File: config.mk
export PLATFORM = sky130hd
export DESIGN_NAME = tmr_out_stage
export DESIGN_NICKNAME = d
export VERILOG_FILES = /design/src/rtl/tmr_pkg.sv /design/src/rtl/tmr_regs.sv /design/src/rtl/tmr_counter.sv /design/src/rtl/tmr_pin_level.sv /design/src/rtl/tmr_pad_mux.sv /design/src/rtl/tmr_out_stage.sv
export SDC_FILE = /design/constraint.sdc
export NUM_CORES = 1
export LEC_CHECK = 0
export BUFFER_PORTS_ARGS = -buffer_cell sky130_fd_sc_hd__buf_2
export CAP_MARGIN = 20
export CORE_AREA = 3 3 154 119
export CTS_BUF_LIST = sky130_fd_sc_hd__clkbuf_4
export DETAILED_ROUTE_END_ITERATION = 7
export DIE_AREA = 0 0 157 122
export GPL_TIMING_DRIVEN = 1
export MAX_ROUTING_LAYER = met4
export PLACE_DENSITY = 0.52
export SLEW_MARGIN = 20
export SYNTH_ARGS = -nofsm -noshare
export SYNTH_HDL_FRONTEND = slang
export SYNTH_SLANG_ARGS = --single-unit
File: constraint.sdc
create_clock -name clk -period 2 [get_ports clk]
set_input_delay 0.4 -clock clk [delete_from_list [all_inputs] [get_ports clk]]
set_output_delay 0.4 -clock clk [all_outputs]
set_load 0.01 [all_outputs]
File: src/rtl/tmr_pkg.sv
package tmr_pkg;

    localparam int unsigned DEF_CNT_W = 16;
    localparam int unsigned ADDR_W    = 4;
    localparam int unsigned NPIN      = 2;
    localparam int unsigned SEL_W     = 2;
    localparam int unsigned PC_W      = 4;

    typedef enum logic [ADDR_W-1:0] {
        RA_CTRL   = 4'd0,
        RA_COUNT  = 4'd1,
        RA_CMPA   = 4'd2,
        RA_CMPB   = 4'd3,
        RA_PINA   = 4'd4,
        RA_PINB   = 4'd5,
        RA_OUTEN  = 4'd6,
        RA_PADSEL = 4'd7,
        RA_PORT   = 4'd8,
        RA_LEVEL  = 4'd9
    } reg_addr_e;

    typedef enum logic [1:0] {
        PRE_NONE  = 2'd0,
        PRE_LOW   = 2'd1,
        PRE_HIGH  = 2'd2,
        PRE_NONE3 = 2'd3
    } preset_e;

    typedef enum logic [1:0] {
        ACT_HOLD   = 2'd0,
        ACT_LOW    = 2'd1,
        ACT_HIGH   = 2'd2,
        ACT_TOGGLE = 2'd3
    } action_e;

    typedef enum logic [SEL_W-1:0] {
        PAD_OFF   = 2'd0,
        PAD_PORT  = 2'd1,
        PAD_TIMER = 2'd2,
        PAD_OFF3  = 2'd3
    } pad_sel_e;

    typedef struct packed {
        action_e act;
        preset_e pre;
    } pin_ctrl_t;

    function automatic logic act_apply(action_e a, logic cur);
        case (a)
            ACT_LOW:    return 1'b0;
            ACT_HIGH:   return 1'b1;
            ACT_TOGGLE: return ~cur;
            default:    return cur;
        endcase
    endfunction

    function automatic logic preset_valid(preset_e p);
        return (p == PRE_LOW) || (p == PRE_HIGH);
    endfunction

    function automatic logic preset_level(preset_e p);
        return p == PRE_HIGH;
    endfunction

endpackage

File: src/rtl/tmr_regs.sv
module tmr_regs
    import tmr_pkg::*;
#(
    parameter int unsigned CNT_W = DEF_CNT_W
) (
    input  logic                   clk,
    input  logic                   rst,
    input  logic                   wr_en,
    input  logic [ADDR_W-1:0]      addr,
    input  logic [CNT_W-1:0]       wdata,
    input  logic [CNT_W-1:0]       cnt,
    input  logic [NPIN-1:0]        lvl,
    output logic                   run,
    output logic                   pwm,
    output logic                   cnt_wr,
    output logic [CNT_W-1:0]       cmp_a,
    output logic [CNT_W-1:0]       cmp_b,
    output pin_ctrl_t [NPIN-1:0]   pc,
    output logic [NPIN-1:0]        pc_wr,
    output logic [NPIN-1:0]        oe,
    output pad_sel_e [NPIN-1:0]    sel,
    output logic [NPIN-1:0]        port
);

    logic wr_ctrl, wr_cmpa, wr_cmpb, wr_oe, wr_sel, wr_port;

    always_comb begin
        wr_ctrl = wr_en && (addr == RA_CTRL);
        cnt_wr  = wr_en && (addr == RA_COUNT);
        wr_cmpa = wr_en && (addr == RA_CMPA);
        wr_cmpb = wr_en && (addr == RA_CMPB);
        wr_oe   = wr_en && (addr == RA_OUTEN);
        wr_sel  = wr_en && (addr == RA_PADSEL);
        wr_port = wr_en && (addr == RA_PORT);
        for (int i = 0; i < NPIN; i++) begin
            pc_wr[i] = wr_en && (addr == ADDR_W'(int'(RA_PINA) + i));
        end
    end

    always_ff @(posedge clk) begin
        if (rst) begin
            run   <= 1'b0;
            pwm   <= 1'b0;
            cmp_a <= '1;
            cmp_b <= '1;
            oe    <= '0;
            port  <= '0;
            for (int i = 0; i < NPIN; i++) begin
                pc[i]  <= '{act: ACT_HOLD, pre: PRE_NONE};
                sel[i] <= PAD_OFF;
            end
        end else begin
            if (wr_ctrl) begin
                run <= wdata[0];
                if (!run) begin
                    pwm <= wdata[1];
                end
            end
            if (wr_cmpa) cmp_a <= wdata;
            if (wr_cmpb) cmp_b <= wdata;
            if (wr_oe)   oe    <= wdata[NPIN-1:0];
            if (wr_port) port  <= wdata[NPIN-1:0];
            for (int i = 0; i < NPIN; i++) begin
                if (pc_wr[i]) pc[i]  <= pin_ctrl_t'(wdata[PC_W-1:0]);
                if (wr_sel)   sel[i] <= pad_sel_e'(wdata[SEL_W*i +: SEL_W]);
            end
        end
    end

endmodule

File: src/rtl/tmr_counter.sv
module tmr_counter
    import tmr_pkg::*;
#(
    parameter int unsigned CNT_W = DEF_CNT_W
) (
    input  logic             clk,
    input  logic             rst,
    input  logic             run,
    input  logic             pwm,
    input  logic             cnt_wr,
    input  logic [CNT_W-1:0] wdata,
    input  logic [CNT_W-1:0] cmp_a,
    input  logic [CNT_W-1:0] cmp_b,
    output logic [CNT_W-1:0] cnt,
    output logic             match_a,
    output logic             match_b
);

    localparam logic [CNT_W-1:0] ONE = CNT_W'(1);

    assign match_a = run && (cnt == cmp_a);
    assign match_b = run && (cnt == cmp_b);

    always_ff @(posedge clk) begin
        if (rst) begin
            cnt <= '0;
        end else if (cnt_wr) begin
            cnt <= wdata;
        end else if (run) begin
            if (pwm && match_b) cnt <= '0;
            else                cnt <= cnt + ONE;
        end
    end

endmodule

File: src/rtl/tmr_pin_level.sv
module tmr_pin_level
    import tmr_pkg::*;
#(
    parameter bit IS_B = 1'b0
) (
    input  logic      clk,
    input  logic      rst,
    input  logic      run,
    input  logic      pwm,
    input  logic      match_a,
    input  logic      match_b,
    input  pin_ctrl_t pc_own,
    input  pin_ctrl_t pc_b,
    input  logic      pre_wr,
    input  preset_e   pre_code,
    output logic      lvl
);

    logic nxt;

    generate
        if (IS_B) begin : g_pin_b
            always_comb begin
                nxt = lvl;
                if (pre_wr && !pwm && preset_valid(pre_code)) begin
                    nxt = preset_level(pre_code);
                end else if (run && !pwm && match_b) begin
                    nxt = act_apply(pc_own.act, lvl);
                end
            end
        end else begin : g_pin_a
            always_comb begin
                nxt = lvl;
                if (pre_wr && preset_valid(pre_code)) begin
                    nxt = preset_level(pre_code);
                end else if (run) begin
                    if (pwm && match_b) begin
                        nxt = act_apply(pc_b.act, lvl);
                    end else if (match_a) begin
                        nxt = act_apply(pc_own.act, lvl);
                    end
                end
            end
        end
    endgenerate

    always_ff @(posedge clk) begin
        if (rst) lvl <= 1'b0;
        else     lvl <= nxt;
    end

endmodule

File: src/rtl/tmr_pad_mux.sv
module tmr_pad_mux
    import tmr_pkg::*;
(
    input  pad_sel_e sel,
    input  logic     oe,
    input  logic     port,
    input  logic     lvl,
    output logic     pad_o,
    output logic     pad_oe
);

    always_comb begin
        pad_o  = 1'b0;
        pad_oe = 1'b0;
        case (sel)
            PAD_PORT: begin
                pad_o  = port;
                pad_oe = 1'b1;
            end
            PAD_TIMER: begin
                pad_o  = oe & lvl;
                pad_oe = oe;
            end
            default: ;
        endcase
    end

endmodule

File: src/rtl/tmr_out_stage.sv
module tmr_out_stage
    import tmr_pkg::*;
#(
    parameter int unsigned CNT_W = DEF_CNT_W
) (
    input  logic              clk,
    input  logic              rst,
    input  logic              wr_en,
    input  logic [ADDR_W-1:0] addr,
    input  logic [CNT_W-1:0]  wdata,
    output logic [CNT_W-1:0]  rdata,
    output logic              pad_a_o,
    output logic              pad_a_oe,
    output logic              pad_b_o,
    output logic              pad_b_oe
);

    logic                 run, pwm, cnt_wr, match_a, match_b;
    logic [CNT_W-1:0]     cnt, cmp_a, cmp_b;
    pin_ctrl_t [NPIN-1:0] pc;
    logic [NPIN-1:0]      pc_wr, oe, port, lvl, pad_o, pad_oe;
    pad_sel_e [NPIN-1:0]  sel;

    tmr_regs #(.CNT_W(CNT_W)) u_regs (
        .clk(clk), .rst(rst), .wr_en(wr_en), .addr(addr), .wdata(wdata),
        .cnt(cnt), .lvl(lvl), .run(run), .pwm(pwm), .cnt_wr(cnt_wr),
        .cmp_a(cmp_a), .cmp_b(cmp_b), .pc(pc), .pc_wr(pc_wr), .oe(oe),
        .sel(sel), .port(port)
    );

    tmr_counter #(.CNT_W(CNT_W)) u_cnt (
        .clk(clk), .rst(rst), .run(run), .pwm(pwm), .cnt_wr(cnt_wr),
        .wdata(wdata), .cmp_a(cmp_a), .cmp_b(cmp_b), .cnt(cnt),
        .match_a(match_a), .match_b(match_b)
    );

    generate
        for (genvar g = 0; g < NPIN; g++) begin : g_pin
            tmr_pin_level #(.IS_B(g == 1)) u_lvl (
                .clk(clk), .rst(rst), .run(run), .pwm(pwm),
                .match_a(match_a), .match_b(match_b),
                .pc_own(pc[g]), .pc_b(pc[1]),
                .pre_wr(pc_wr[g] & oe[g]),
                .pre_code(preset_e'(wdata[1:0])),
                .lvl(lvl[g])
            );
            tmr_pad_mux u_pad (
                .sel(sel[g]), .oe(oe[g]), .port(port[g]), .lvl(lvl[g]),
                .pad_o(pad_o[g]), .pad_oe(pad_oe[g])
            );
        end
    endgenerate

    always_comb begin
        rdata = '0;
        case (addr)
            RA_CTRL:   rdata[1:0]      = {pwm, run};
            RA_COUNT:  rdata           = cnt;
            RA_CMPA:   rdata           = cmp_a;
            RA_CMPB:   rdata           = cmp_b;
            RA_PINA:   rdata[PC_W-1:0] = pc[0];
            RA_PINB:   rdata[PC_W-1:0] = pc[1];
            RA_OUTEN:  rdata[NPIN-1:0] = oe;
            RA_PADSEL: rdata[NPIN*SEL_W-1:0] = sel;
            RA_PORT:   rdata[NPIN-1:0] = port;
            RA_LEVEL:  rdata[NPIN-1:0] = lvl;
            default:   rdata           = '0;
        endcase
    end

    assign pad_a_o  = pad_o[0];
    assign pad_a_oe = pad_oe[0];
    assign pad_b_o  = pad_o[1];
    assign pad_b_oe = pad_oe[1];

endmodule

# Word-level counts from Yosys, hierarchy flattened
# Index checks and enable logic that the tools add are counted.
[op_classes] eq_ne=24 muxes=19 add_sub_neg=1 n_bitwise=7 n_reduce_logical=29
[op_table] operator="16-bit two-way mux" count=3
[op_table] operator="12-bit one-hot mux with 3 select lines" count=1
[op_table] operator="16-bit equality test" count=2
[op_table] operator="2-bit one-hot mux with 10 select lines" count=1
[op_table] operator="1-bit logical AND" count=17
[op_table] operator="16-bit by 1-bit adder with 16-bit output (second input constant)" count=1
[op_table] operator="4-bit by 3-bit equality test with 1-bit output (second input constant)" count=4
[op_table] operator="2-bit equality test (second input constant)" count=7
[op_table] operator="2-bit one-hot mux with 6 select lines" count=1
[op_table] operator="2-bit by 1-bit equality test with 1-bit output (second input constant)" count=5
[op_table] operator="1-bit one-hot mux with 3 select lines" count=3
[op_table] operator="4-bit by 2-bit equality test with 1-bit output (second input constant)" count=2
[op_table] operator="4-bit equality test (second input constant)" count=2
[op_table] operator="1-bit one-hot mux with 2 select lines" count=4
[op_table] operator="1-bit two-way mux" count=6
[op_table] operator="2-bit nonzero test" count=3
[op_table] operator="5-bit by 4-bit != test with 1-bit output (second input constant)" count=1
[op_table] operator="5-bit nonzero test" count=1
[op_table] operator="1-bit AND" count=4
[op_table] operator="4-bit by 1-bit equality test with 1-bit output (second input constant)" count=1
[op_table] operator="4-bit logical NOT" count=1
[op_table] operator="2-bit AND reduction" count=2
[op_table] operator="4-bit AND reduction" count=1
[op_table] operator="4-bit nonzero test" count=1
[op_table] operator="other kinds (4)" count=6
[totals] output_inout_bits=20 inputBits=23 elab_cells=95 ff_bits=68

# Longest topological paths before layout
[logic_depth] depth_word=7 mapped_depth=9 mapped_depth_nobuf=6

# Cells and area by module
# A second synthesis with hierarchy kept.
[unflattened] hier_cells=511 hier_area_um2=4450.5
[modules_own_cells] mod="tmr_regs" seq_area_each_um2=1001.0 area_per_inst_um2=2028.2 cells_per_inst=202 instances=1
[modules_own_cells] mod="tmr_counter" seq_area_each_um2=320.3 area_per_inst_um2=1366.3 cells_per_inst=173 instances=1
[modules_own_cells] mod="tmr_out_stage" seq_area_each_um2=0.0 area_per_inst_um2=680.7 cells_per_inst=87 instances=1
[modules_own_cells] mod="tmr_pin_level (g_pin[0].u_lvl)" seq_area_each_um2=20.0 area_per_inst_um2=166.4 cells_per_inst=21 instances=1
[modules_own_cells] mod="tmr_pad_mux" seq_area_each_um2=0.0 area_per_inst_um2=53.8 cells_per_inst=8 instances=2
[modules_own_cells] mod="tmr_pin_level (g_pin[1].u_lvl)" seq_area_each_um2=20.0 area_per_inst_um2=101.3 cells_per_inst=12 instances=1

# Worst setup path before layout
# OpenSTA, ideal clock, no wires.
[synth_timing] kind="register to register" from="reg u_cnt.cnt[11]" to="reg g_pin[0].u_lvl.lvl" period_less_slack_ps=1986 setup_ps=116 stages_incl_launch_ff=9 setup_slack_ps=14 arrival_time_ps=1870 cell_sequence="dfxtp_1 -> clkbuf_1 -> xnor2_1 -> nand4_1 -> nor4_1 -> buf_2 -> o2111ai_1 -> a211o_1 -> o211a_1"
[synth_via] elab_chain_cells=6 elab_cells_between_ends=12
[synth_rtl] element="start: declaration" line="tmr_counter.sv:14" rtl="output logic [CNT_W-1:0] cnt,"
[synth_rtl] element="start signal: assignment" line="tmr_counter.sv:28" rtl="cnt <= wdata;"
[synth_rtl] element="start signal: assignment" line="tmr_counter.sv:31" rtl="else cnt <= cnt + ONE;"
[synth_rtl] element="branches (longest 6 deep; another with 16-bit equality test)"
[synth_rtl] element="end signal: assignment" line="tmr_pin_level.sv:49" rtl="else lvl <= nxt;"
[synth_rtl] element="end: declaration" line="tmr_pin_level.sv:16" rtl="output logic lvl"
# Several ways; the timed one is not identified. The select of a mux whose other input is x is not followed.
# A chain may end at the register's enable or synchronous reset.

# Worst setup path in the final report
[layout_timing] from="reg, netlist name u_regs.pc[6]" to="out rdata[2]"
[layout_via] elab_chain_cells=1
[layout_rtl] element="2-bit one-hot mux with 6 select lines" line="tmr_out_stage.sv:56" rtl="case (addr)"
[layout_rtl] element="end: declaration" line="tmr_out_stage.sv:11" rtl="output logic [CNT_W-1:0] rdata,"
# No other way between the ends.

==> results.md <==
STA:
- After routing, the total negative slack on setup checks comes to -692 ps.
- The worst setup slack after layout is -208 ps.
- The pin slew with the least headroom to its limit is 507 ps.
- The relative slew slack is 0.662.
- The number of endpoints with negative hold slack in the final report was 0.
- The fraction of the cycle the final worst path needs is 1.10.
- The highest achievable clock rate is 453 MHz.
- After layout, the minimum clock period comes to 2210 ps.
- The worst hold slack is 184 ps.
- The worst clock skew is 11.0 ps.
- Setup repair after global routing could not meet its margin everywhere.
- The number of max-slew violations in the final report is 0.
- The number of endpoints failing setup at the final stage is 6.

Power:
- The share of total power dissipated in combinational logic is 0.177.
- The post-layout total power is 2.68 mW.
- Of the total power, the share spent switching nets is 0.302.
- The leakage component of the power is 2.52 nW.
- The worst-case IR drop observed on VDD is 0.000236 V.
- The net switching power of the design is 808 uW.
- The internal power of the cells is 1.87 mW.
- The fraction of power consumed by sequential logic is 0.521.
- Of the total power, the clock network draws 0.302.
- The power density relative to cell area is 453 nW/um^2.

CTS:
- The cell chosen for the clock root is clkbuf_4.
- For the worst-skew pair, the clock arrives at the later sink with an insertion delay of 460 ps.
- TritonCTS built the clock tree.
- The quantity of hold-fixing buffers added after cts is 0.
- The total clock sinks is 68.
- The number of buffers created by CTS is 9.
- The clock transition at the register clock pins on the worst setup and hold paths after CTS is 110 ps.
- The H-tree was split into 3 levels.
- The number of buffers on the longest clock path is 2.

Floorplanning:
- The floorplan step defined a core boundary enclosing 16,800 um^2.
- The initialized floorplan defines 41 standard-cell rows.
- The starting utilization of the core area is 0.251.
- The area enclosed by the die boundary is 19,200 um^2.
- 43 I/O pins were placed.
- The floorplan die width is 157 um.
- The die is 122 um tall.

GRT:
- The global-route wire length before repair is 24,400 um.
- The overall overflow remaining after global route is 0.
- The pin count of the biggest net entering global routing is 27.
- The number of global-route vias before repair is 4,322.
- For met2 alone, demand over resource in global routing was 0.250.
- The number of antenna violations at the first check in global routing is 1.
- For met1 alone, demand over resource in global routing was 0.238.
- The global-route total usage across every layer is 0.171.
- The highest-utilization routing layer at the global route stage is met2.
- In the global route stage, met3 resource usage came out at 0.0352.

Routing:
- The routed wire length is 15,600 um.
- The routed via count is 4,347.
- The average routed wire per standard cell is 18.1 um.
- The number of antenna-violating nets in the routed design is 0.
- The length of the first detailed-routing pass in iterations is 5.
- After detailed routing, the number of remaining DRC violations is 0.
- The via-per-instance ratio is 5.06.
- In this run, the number of DRC markers left after iteration 0 of detailed routing was 370.

Cells and area:
- The sequential cells in the finished layout cover a total of 1430 um^2.
- The top cell types in the final layout, fill and taps aside, are buf_4 (85), nand2_1 (82), nor2_1 (62).
- Summing all multi-input logic gate instances after layout gives 2990 um^2.
- The leading cell type in the layout, fill and taps excluded is buf_4.
- Relative to the synthesized area, the layout overhead comes to 40.5%.
- Counting the fill cells in the layout gives 1,711.
- In the final layout, the share of cells above drive strength 1 is 0.407.
- After the last flow step, the layout net total stands at 667.

Setup path:
- The maximum fanout encountered on the critical timing path is 4.
- The capturing point of the worst reg2reg path is g_pin[0].u_lvl.lvl.
- The critical path start-end classification is flip-flop to output pin.
- The flop-to-flop setup slack is -90 ps.
- STA classifies the critical path startpoint as a flip-flop.
- STA classifies the critical path endpoint as an output pin.
- The startpoint of the worst-slack reg-to-reg timing path is u_cnt.cnt[4].
- The data required time of the worst path is 1600 ps.
- The startpoint of the worst setup timing path is u_regs.pc[6].
- The data arrival at the endpoint of the critical path is 1810 ps.
- The number of cell instances on the worst register-to-register path is 7.

Synth:
- Synthesis handed over a netlist of 523 instances.
- The synthesized design contains 0 enable-type register cells.
- The leading register cell type out of synthesis is dfxtp_1.
- The cell area that synthesis handed to floorplanning was 4210 um^2.
- During synthesis, Yosys emitted a total of 0 warnings.
- The netlist uses 55 different library cells.
- The part of the Yosys area used for sequential elements is 0.323.
- In the synthesized netlist the async set-or-reset flop fraction comes to 0.
- The number of nets handed over by synthesis was 552.
- The synthesized area divided by synthesized cell count is 8.05 um^2.
- The total of flip-flops plus latches after synthesis is 68.

Worst hold path:
- The startpoint identified for the worst hold timing path is wdata[6].
- The type of the most critical hold path is input pin to flip-flop.
- Along the worst hold path, the cell count comes to 3.
- The path with the worst hold slack has its endpoint at u_regs.cmp_b[6].

Outcome:
- The final reports fail on negative setup slack.
- The run finished, with violations left.

Place:
- After legalization and detailed placement, the total HPWL measured 11,200 um.
- Buffers placed on the I/O ports in this run total 42.
- Routability-driven placement finished with a final weighted congestion of 0.891.
- Prior to clock tree synthesis, the placed netlist has a worst setup slack of -71.0 ps.

Flow run:
- The max-capacitance violation count is 0.
==> how the worst max path moves through the flow <==
stage                         end  slack [ps]  depth (start not counted)
3_5_place_dp             rdata[2]         -70                          7
2_1_floorplan  g_pin[0].u_lvl.lvl          10                          8
3_3_place_gp             rdata[2]        -100                          7
5_1_grt                  rdata[2]        -240                          6
4_1_cts                  rdata[2]        -170                          6
6_report                 rdata[2]        -210                          6
==> final cells by class <==
cell class                      count  share of cell area
Sequential cell                    68               0.242
Clock buffer                       12              0.0152
Tap cell                          215              0.0455
Inverter                           10             0.00634
Clock inverter                      4             0.00275
Timing Repair Buffer              145               0.183
Antenna cell                        1            0.000423
Multi-Input combinational cell    404               0.505
==> stage by stage <==
step | utilization | std cells | instance area (um^2)
after floorplan | - | 523 | 4210
after global placement | 0.307 | 823 | 5150
after detailed placement | 0.307 | 823 | 5150
after CTS | 0.333 | 850 | 5590
after global routing | 0.353 | 859 | 5920
final | 0.353 | 859 | 5920
==> synth_stat cells (all sizes together) (5+ instances only) <==
| cell | instances | area, um^2 |
|---|---|---|
| clkbuf | 25 | 93.8 |
| nor2 | 64 | 243 |
| a21oi | 15 | 75.1 |
| ha | 6 | 75.1 |
| mux2i | 16 | 160 |
| nand2 | 82 | 308 |
| a22oi | 15 | 113 |
| xnor2 | 40 | 403 |
| nor3 | 8 | 40.0 |
| nand4 | 11 | 68.8 |
| dfxtp | 68 | 1360 |
| a31oi | 8 | 50.1 |
| inv | 10 | 37.5 |
| nand3b | 33 | 248 |
| mux2 | 14 | 158 |
| buf | 16 | 101 |
| o21ai | 10 | 50.1 |
| a2bb2oi | 10 | 87.6 |
| nand3 | 13 | 65.1 |
| nor3b | 5 | 37.5 |
==> registers in the layout, summed over array words and instances (netlist names) <==
register / cells
u_cnt.cnt: 16
u_regs.cmp_a: 16
u_regs.cmp_b: 16
u_regs.pc: 8
u_regs.sel: 4
g_pin.u_lvl.lvl: 2
u_regs.oe: 2
u_regs.port: 2
u_regs.pwm: 1
u_regs.run: 1
==> what timing repair did <==
action,CTS,global route
resized for setup,68,56
setup buffers,12,8
endpoints found under the setup margin,24,36
pin swaps,21,39
==> power groups by stage <==
| stage | Sequential, mW | Combinational (mW) | Clock, mW |
|---|---|---|---|
| after global routing | 1.40 | 0.509 | 0.890 |
| final | 1.40 | 0.475 | 0.808 |
| after detailed placement | 1.44 | 0.417 | 0 |
| after CTS | 1.40 | 0.449 | 0.832 |
| after floorplan | 1.43 | 0.228 | 0 |
| after global placement | 1.43 | 0.418 | 0 |
==> routing by layer <==
layer | up-vias | routed length, um
li1 | 2063 | -
met1 | 2118 | 7570
met2 | 145 | 6760
met3 | 21 | 1020
met4 | 0 | 243
met5 | - | 0
==> cell families (layout without fill, tap and decap cells) <==
| kind of cell | count (synthesis) | in the layout | share of synthesized area |
|---|---|---|---|
| simple gates | 241 | 241 | 0.282 |
| compound gates | 82 | 82 | 0.137 |
| flops | 68 | 68 | 0.323 |
| buf+inv | 51 | 171 | 0.0553 |
| xor+xnor | 44 | 44 | 0.104 |
| mux | 31 | 31 | 0.0808 |
| fa+ha+maj | 6 | 6 | 0.0178 |
| other cells | 0 | 1 | 0 |
==> worst max-delay path, stage by stage, from the launching register on <==
cell,delay (ps)
dfxtp_4,380
mux2_2,270
a22oi_2,170
nor2_1,70
a31oi_1,140
o22ai_1,140
buf_2,170
Power figures use the tool's default switching activity.
